## config.mk

```make
export PLATFORM = sky130hd
export DESIGN_NAME = mtp_model_port
export DESIGN_NICKNAME = d
export VERILOG_FILES = /design/src/rtl/mtp_pkg.sv /design/src/rtl/mtp_ptr_ctrl.sv /design/src/rtl/mtp_slot_store.sv /design/src/rtl/mtp_model_port.sv
export SDC_FILE = /design/constraint.sdc
export NUM_CORES = 1
export LEC_CHECK = 0
export ABC_AREA = 1
export BUFFER_PORTS_ARGS = -buffer_cell sky130_fd_sc_hd__clkbuf_2
export CAP_MARGIN = 0
export CELL_PAD_IN_SITES_DETAIL_PLACEMENT = 0
export CELL_PAD_IN_SITES_GLOBAL_PLACEMENT = 1
export CORE_MARGIN = 2
export CORE_UTILIZATION = 40
export DETAILED_ROUTE_END_ITERATION = 7
export PLACE_DENSITY = 0.75
export SYNTH_ARGS = -nofsm -noshare
export SYNTH_HDL_FRONTEND = slang
export SYNTH_SLANG_ARGS = --single-unit
```

## constraint.sdc

```tcl
create_clock -name clk -period 2.9 [get_ports clk]
set_input_delay 0.145 -clock clk [delete_from_list [all_inputs] [get_ports clk]]
set_output_delay 0.145 -clock clk [all_outputs]
set_load 0.05 [all_outputs]
```

## src/rtl/mtp_pkg.sv

```systemverilog
package mtp_pkg;

  // Kind of occupancy change in one clock
  typedef enum logic [1:0] {
    XFER_NONE = 2'b00,
    XFER_PUSH = 2'b01,
    XFER_POP  = 2'b10,
    XFER_BOTH = 2'b11
  } xfer_e;

  function automatic int unsigned ptr_width(input int unsigned depth);
    return (depth > 1) ? $clog2(depth) : 1;
  endfunction

  function automatic int unsigned cnt_width(input int unsigned depth);
    return $clog2(depth + 1);
  endfunction

endpackage

```

## src/rtl/mtp_ptr_ctrl.sv

```systemverilog
module mtp_ptr_ctrl
  import mtp_pkg::*;
#(
  parameter int unsigned DEPTH   = 4,
  parameter int unsigned LATENCY = 2,
  localparam int unsigned PTR_W  = ptr_width(DEPTH),
  localparam int unsigned CNT_W  = cnt_width(DEPTH)
) (
  input  logic             clk,
  input  logic             rst_n,
  input  logic             push_req,
  input  logic             pop_req,
  output logic             push_ok,
  output logic             pop_ok,
  output logic [PTR_W-1:0] wr_ptr,
  output logic [PTR_W-1:0] rd_ptr,
  output logic             full,
  output logic             empty
);

  localparam logic [PTR_W-1:0] LAST_IDX  = PTR_W'(DEPTH - 1);
  localparam logic [PTR_W-1:0] WR_START  = PTR_W'(LATENCY % DEPTH);
  localparam logic [CNT_W-1:0] CNT_START = CNT_W'(LATENCY);
  localparam logic [CNT_W-1:0] CNT_FULL  = CNT_W'(DEPTH);

  logic [PTR_W-1:0] wr_ptr_q, wr_ptr_d;
  logic [PTR_W-1:0] rd_ptr_q, rd_ptr_d;
  logic [CNT_W-1:0] cnt_q, cnt_d;
  xfer_e            xfer;

  assign full    = (cnt_q == CNT_FULL);
  assign empty   = (cnt_q == '0);
  assign push_ok = push_req & ~full;
  assign pop_ok  = pop_req & ~empty;
  assign xfer    = xfer_e'({pop_ok, push_ok});

  always_comb begin
    wr_ptr_d = wr_ptr_q;
    rd_ptr_d = rd_ptr_q;
    cnt_d    = cnt_q;
    if (push_ok) begin
      wr_ptr_d = (wr_ptr_q == LAST_IDX) ? '0 : wr_ptr_q + 1'b1;
    end
    if (pop_ok) begin
      rd_ptr_d = (rd_ptr_q == LAST_IDX) ? '0 : rd_ptr_q + 1'b1;
    end
    unique case (xfer)
      XFER_PUSH: cnt_d = cnt_q + 1'b1;
      XFER_POP:  cnt_d = cnt_q - 1'b1;
      default:   cnt_d = cnt_q;
    endcase
  end

  // Reset state holds the LATENCY preloaded bubbles
  always_ff @(posedge clk or negedge rst_n) begin
    if (!rst_n) begin
      wr_ptr_q <= WR_START;
      rd_ptr_q <= '0;
      cnt_q    <= CNT_START;
    end else begin
      if (push_ok) wr_ptr_q <= wr_ptr_d;
      if (pop_ok)  rd_ptr_q <= rd_ptr_d;
      if (push_ok ^ pop_ok) cnt_q <= cnt_d;
    end
  end

  assign wr_ptr = wr_ptr_q;
  assign rd_ptr = rd_ptr_q;

endmodule

```

## src/rtl/mtp_slot_store.sv

```systemverilog
module mtp_slot_store
  import mtp_pkg::*;
#(
  parameter int unsigned DEPTH  = 4,
  parameter int unsigned DATA_W = 8,
  localparam int unsigned PTR_W = ptr_width(DEPTH)
) (
  input  logic              clk,
  input  logic              rst_n,
  input  logic              we,
  input  logic [PTR_W-1:0]  wr_ptr,
  input  logic              wr_vld,
  input  logic [DATA_W-1:0] wr_data,
  input  logic [PTR_W-1:0]  rd_ptr,
  output logic              head_vld,
  output logic [DATA_W-1:0] head_data
);

  logic [DEPTH-1:0]  vld_q;
  logic [DATA_W-1:0] data_q [DEPTH];

  for (genvar gi = 0; gi < DEPTH; gi++) begin : g_slot
    logic slot_we;
    assign slot_we = we & (wr_ptr == PTR_W'(gi));

    // Marker bits reset to bubble; payload needs no reset
    always_ff @(posedge clk or negedge rst_n) begin
      if (!rst_n) begin
        vld_q[gi] <= 1'b0;
      end else if (slot_we) begin
        vld_q[gi] <= wr_vld;
      end
    end

    always_ff @(posedge clk) begin
      if (slot_we) begin
        data_q[gi] <= wr_data;
      end
    end
  end

  always_comb begin
    head_vld  = 1'b0;
    head_data = '0;
    for (int i = 0; i < DEPTH; i++) begin
      if (rd_ptr == PTR_W'(i)) begin
        head_vld  = vld_q[i];
        head_data = data_q[i];
      end
    end
  end

endmodule

```

## src/rtl/mtp_model_port.sv

```systemverilog
module mtp_model_port
  import mtp_pkg::*;
#(
  parameter int unsigned DATA_W  = 8,
  parameter int unsigned LATENCY = 2,
  parameter int unsigned DEPTH   = 4
) (
  input  logic              clk,
  input  logic              rst_n,
  input  logic              wr_en,
  input  logic              wr_valid,
  input  logic [DATA_W-1:0] wr_data,
  output logic              wr_ready,
  input  logic              rd_en,
  output logic              rd_ready,
  output logic              rd_valid,
  output logic [DATA_W-1:0] rd_data
);

  localparam int unsigned PTR_W = ptr_width(DEPTH);

  logic             push_ok, pop_ok, full, empty;
  logic [PTR_W-1:0] wr_ptr, rd_ptr;
  logic             head_vld;
  logic [DATA_W-1:0] head_data;

  mtp_ptr_ctrl #(
    .DEPTH   (DEPTH),
    .LATENCY (LATENCY)
  ) u_ctrl (
    .clk      (clk),
    .rst_n    (rst_n),
    .push_req (wr_en),
    .pop_req  (rd_en),
    .push_ok  (push_ok),
    .pop_ok   (pop_ok),
    .wr_ptr   (wr_ptr),
    .rd_ptr   (rd_ptr),
    .full     (full),
    .empty    (empty)
  );

  mtp_slot_store #(
    .DEPTH  (DEPTH),
    .DATA_W (DATA_W)
  ) u_store (
    .clk       (clk),
    .rst_n     (rst_n),
    .we        (push_ok),
    .wr_ptr    (wr_ptr),
    .wr_vld    (wr_valid),
    .wr_data   (wr_data),
    .rd_ptr    (rd_ptr),
    .head_vld  (head_vld),
    .head_data (head_data)
  );

  logic unused_pop;
  assign unused_pop = pop_ok;

  assign wr_ready = ~full;
  assign rd_ready = ~empty;
  assign rd_valid = ~empty & head_vld;
  assign rd_data  = rd_valid ? head_data : '0;

endmodule

```

Word level (Yosys, flattened, before mapping)
Memory sizes are Yosys's and may differ from the RTL's.
Cells that the tools add are included.
Word-level totals
  bits in registers: 11
  memory bits (writable): 32
  input bits: 13
  output and inout port bits: 11
  word-level logic and storage cells: 68
  memories: 1
Memory list
  u_store.data_q: depth 4, width 8, read ports 4, clocked after Yosys merged registers in 0, write ports 1, RTL line mtp_slot_store.sv:20  | logic [DATA_W-1:0] data_q [DEPTH];
Cells by class
  $add $sub $neg: 4
  equality and inequality tests: 9
  mux-type cells: 29
  bitwise logic cells: 10
  reduce and logical (&&, ||, !) cells: 8
Operators with widths (number)
  two-way mux 8 bit: 8
  OR reduction 8 bit: 3
  two-way mux 1 bit: 15
  equality test 2 bit, second input constant: 5
  two-way mux 2 bit: 5
  AND 1 bit: 7
  equality test 2 x 1 -> 1 bit, second input constant: 3
  case mux 3 bit (2 select lines): 1
  adder 2 x 1 -> 2 bit, second input constant: 2
  zero test 2 bit: 2
  adder 3 x 1 -> 3 bit, second input constant: 1
  equality test 3 bit, second input constant: 1
  zero test 3 bit: 1
  subtractor 3 x 1 -> 3 bit, second input constant: 1
  inverter 1 bit: 2
  AND reduction 2 bit: 1
  nonzero test 2 bit: 1
  bitwise XOR 1 bit: 1

Longest topological paths before layout
  depth in word-level cells: 10
  depth in mapped cells: 11
  depth with buffers taken out: 11

Hierarchy
A second synthesis with hierarchy kept.
Second synthesis, totals
  cell total of the unflattened synthesis: 175
  area, all modules: 1909.3 µm²
By module, submodules not included
  mtp_slot_store: instances 1, cells each 107, area each 1415.1 µm², seq. area each 1061.0 µm²
  mtp_ptr_ctrl: instances 1, cells each 48, area each 411.6 µm², seq. area each 177.7 µm²
  mtp_model_port: instances 1, cells each 20, area each 82.6 µm², seq. area each 0.0 µm²

Worst setup path before layout
No wires, ideal clock.
  path kind: reg2reg
  start: register u_ctrl.cnt_q[1]
  end: register u_ctrl.cnt_q[2]
  setup time: 0.079 ns
  arrival: 2.101 ns
  data required time: 2.821 ns
  path slack: 0.719 ns
  stages on the path, launching flop included: 12
  period minus slack after synthesis: 2.181 ns
  cell sequence: dfstp_2 > nor2_2 > nand2_1 > nand2_1 > inv_1 > ha_1 > inv_1 > fa_1 > nor2_1 > nor2_1 > nand2_1 > xor2_1
Between the ends
  cells in the longest elaborated chain, start to end: 6
  elaborated cells on any way between the ends: 14
  those cells by class: add/sub: 2; eq/ne: 3; mux: 1; bitwise: 5; reduce/logical: 3
Ends and longest elaborated chain
  start: declaration: RTL line mtp_ptr_ctrl.sv:28  | logic [CNT_W-1:0] cnt_q, cnt_d;
  start signal: assignment: RTL line mtp_ptr_ctrl.sv:63  | if (push_ok ^ pop_ok) cnt_q <= cnt_d;
  zero test 3 bit *: RTL line mtp_ptr_ctrl.sv:32  | assign empty = (cnt_q == '0);
  inverter 1 bit *
  net rd_ready: RTL line mtp_model_port.sv:15  | output logic rd_ready,
  AND 1 bit *: RTL line mtp_ptr_ctrl.sv:34  | assign pop_ok = pop_req & ~empty;
  net pop_ok: RTL line mtp_model_port.sv:22  | logic push_ok, pop_ok, full, empty;
  equality test 2 x 1 -> 1 bit / equality test 2 bit (equally long branches): RTL line mtp_ptr_ctrl.sv:47  | unique case (xfer)
  nonzero test 2 bit (no line)
  AND reduction 2 bit (no line)
Mark *: on every way through the listed nets, which the timed path passes. The rest lies on a longest branch.
A chain may end at the register's enable or synchronous reset.

Worst setup path in the final report
  start: register u_ctrl.rd_ptr_q[1] (netlist: u_ctrl.rd_ptr[1])
  end: output port rd_data[6]
Between the ends
  cells in the longest elaborated chain, start to end: 7
  elaborated cells on any way between the ends: 14
  those cells by class: eq/ne: 3; mux: 9; bitwise: 1; reduce/logical: 1
Ends and longest elaborated chain
  start: declaration: RTL line mtp_ptr_ctrl.sv:27  | logic [PTR_W-1:0] rd_ptr_q, rd_ptr_d;
  start signal: assignment: RTL line mtp_ptr_ctrl.sv:62  | if (pop_ok) rd_ptr_q <= rd_ptr_d;
  zero test 2 bit: RTL line mtp_slot_store.sv:46  | if (rd_ptr == PTR_W'(i)) begin
  two-way mux 1 bit (4 in a row): RTL line mtp_slot_store.sv:46
  AND 1 bit: RTL line mtp_model_port.sv:63  | assign rd_valid = ~empty & head_vld;
  two-way mux 8 bit *: RTL line mtp_model_port.sv:64  | assign rd_data = rd_valid ? head_data : '0;
  end: declaration: RTL line mtp_model_port.sv:17  | output logic [DATA_W-1:0] rd_data
Every way passes the cells marked *; elsewhere a longest branch is shown, timed or not.

==> results.json <==
{
  "r2r_slack_ns": 0.97,
  "layout.nets": 256,
  "gp_congestion": 0.727,
  "p_leak_uw": 0.00108,
  "reg2reg_depth": 11,
  "slew_viol_final": 0,
  "antenna_found_initial": 0,
  "wl_um": 3870,
  "clock_skew_ns": 0.00613,
  "cp_data_arrival_time_ns": 2.24,
  "synth-adder-area-share": 0.0637,
  "r2r-start": "u_ctrl.cnt_q[1]$_DFFE_PN1P_",
  "path_clk_slew_ns": 0.08,
  "grt_max_degree": 14,
  "synth_top_family_by_area": "simple AND/OR/NAND/NOR gates",
  "port_buffers": 23,
  "setup.worst_path.end": "rd_data[6]",
  "area_growth_pct": 14.1,
  "grt_use_total": 0.151,
  "endpoint_kind": "output pin",
  "ys_ff_latch": 43,
  "n_fill_cell": 513,
  "hold_class": "in -> reg",
  "io_pins": 24,
  "rsz0062_at_grt": "false",
  "overflow": 0,
  "cts_buffer_depth": 2,
  "status": "finished clean",
  "post-place-ws_ns": 0.782,
  "dpl.cell_count": 295,
  "synthXorXnorAreaFrac": 0.00842,
  "r2r-end": "u_ctrl.cnt_q[2]$_DFFE_PN0P_",
  "avgSynthCellArea_um2": 10.2,
  "post_cts_resized": 0,
  "h-tree-depth": 2,
  "tns_ns": 0,
  "drc": 0,
  "final_cells": 304,
  "fp.dieH_um": 76.1,
  "synth.distinct_cells": 27,
  "yosys_warnings": 0,
  "drive_gt1_frac": 0.226,
  "max_freq_mhz": 419,
  "syn_nets": 227,
  "die_w_um": 76.1,
  "synthMuxAreaShare": 0,
  "worst_slew_pin_slew_ns": 0.488,
  "first_global_vias": 1324,
  "fin_crit_sh": 0.822,
  "final_common_cell": "nand2_1",
  "ant_nets": 0,
  "synth_area_leaders": "edfxtp_1 (46%), nand2_1 (11%), dfrtp_1 (11%)",
  "synth_area_um2": 2080,
  "cp.required_ns": 2.76,
  "synth_seq_area_share": 0.595,
  "critPathKind": "reg -> out",
  "final.setup.worst_slack_ns": 0.516,
  "firstDrtPassIters": 4,
  "wl_per_cell_um": 12.7,
  "ir_drop_uv": 518,
  "crit_fanout": 10,
  "synth.largest_area_cell": "edfxtp_1",
  "relSlewSlack": 0.674,
  "dieArea_um2": 5800,
  "dp_hpwl_um": 2700,
  "vias": 1368,
  "layout_min_cycle_time_ns": 2.38,
  "layout_common_cells": "nand2_1 (62), edfxtp_1 (32), inv_1 (23), clkbuf_2 (23), nor2_1 (14)",
  "yosysTopAreaCellShare": 0.462,
  "start_kind": "flip-flop",
  "drv_cap": 0,
  "p_per_area_nw_per_um2": 1180,
  "core_um2": 5070,
  "crit_start": "u_ctrl.rd_ptr[1]$_DFFE_PN0P_",
  "diodes": 0,
  "synth_compound_area_frac": 0.0493,
  "synth_cells": 204,
  "tritoncts": "done",
  "fin_hold_ws_ns": 0.0678,
  "setup_viol": 0,
  "grt_pass1_wl_um": 6600,
  "finalHoldViolCount": 0,
  "clk_latency_ns": 0.30,
  "cts-buffers-inserted": 5,
  "vias_per_cell": 4.50,
  "start_util": 0.410,
  "yosys.area_share.simple": 0.208,
  "post-route-util": 0.468,
  "clock-root-buffer": "clkbuf_8",
  "fp-row-count": 26,
  "clkSinkCount": 43,
  "drt-initial-drc-count": 118
}
[worst max-delay path, cell delays in order (launching register included)]
cell,delay (ns)
dfrtp_1,0.41
inv_1,0.12
ha_1,0.47
inv_4,0.13
nand2_1,0.10
nand3_1,0.07
nand2_1,0.07
nand2_2,0.14
nor2_1,0.14
clkbuf_2,0.28
[state kept, by name (all words and copies together) (netlist names)]
register	flops
u_ctrl.rd_ptr	2
u_store.vld_q	4
u_store.data_q	32
u_ctrl.wr_ptr	2
u_ctrl.cnt_q	3
[worst min path at each step]
stage	from	slack, ns	cells past startpoint	to
floorplan	rst_n	-0.15	0	u_ctrl.cnt_q[0]$_DFFE_PN0P_
global placement	rst_n	0.04	1	u_ctrl.wr_ptr[0]$_DFFE_PN0P_
detailed placement	rst_n	0.04	1	u_ctrl.wr_ptr[0]$_DFFE_PN0P_
CTS	wr_data[0]	0.07	1	u_store.data_q[3][0]$_DFFE_PP_
global route	wr_data[3]	0.06	1	u_store.data_q[0][3]$_DFFE_PP_
finish	wr_data[0]	0.07	1	u_store.data_q[3][0]$_DFFE_PP_
[timing repair]
item,CTS,global route
hold buffers,1,0
setup endpoints to repair,0,0
setup buffers,0,0
endpoints found under the hold margin,11,0
[report_power, final]
part,internal (uW),leakage [uW],switching (uW)
Clock,258,0.0000524,193
Sequential,843,0.000424,77.3
Combinational,396,0.000605,1040
[metrics by stage]
stage	area [um^2]	power, uW
6_report	2370	2810
3_5_place_dp	2260	2390
3_3_place_gp	2260	2370
2_1_floorplan	2080	2070
4_1_cts	2370	2850
5_1_grt	2370	3060
[layer usage]
| layer | vias up | GRT usage | share of wire |
|---|---|---|---|
| li1 | 710 | - | - |
| met1 | 635 | 0.200 | 0.46 |
| met2 | 17 | 0.242 | 0.49 |
| met3 | 6 | 0.0355 | 0.027 |
| met4 | 0 | 0.0600 | 0.017 |
| met5 | - | 0 | 0 |
[Yosys cell counts]
cell type	number
nand2_4	2
o21ai_2	1
xnor2_1	1
inv_1	23
o21ai_0	4
inv_6	1
inv_4	2
nand2_1	62
nor2_2	2
xor2_1	1
fa_1	1
edfxtp_1	32
nor2_4	1
ha_1	9
nand3_1	9
nand2_2	1
nor2_1	14
dfstp_2	2
a21oi_2	1
buf_2	2
buf_6	1
buf_4	1
buf_12	1
a21oi_1	10
o21ai_1	3
dfrtp_1	9
or2_2	8
[layout make-up]
cell class / count / area, um^2 / share of cell area
clock buffers: 7 / 76.3 / 0.0322
clock inverters: 1 / 30.0 / 0.0127
inverters: 26 / 108 / 0.0453
multi-input cells: 130 / 686 / 0.289
flip-flops and latches: 43 / 1240 / 0.522
well taps: 70 / 87.6 / 0.0369
repair buffers: 27 / 148 / 0.0622
[kinds of logic after synthesis]
kind of cell / count (synthesis)
simple gates: 99
fa+ha+maj: 10
buf+inv: 31
xor+xnor: 2
flops: 43
compound gates: 19
No activity file was read; power rests on OpenSTA's default activity.
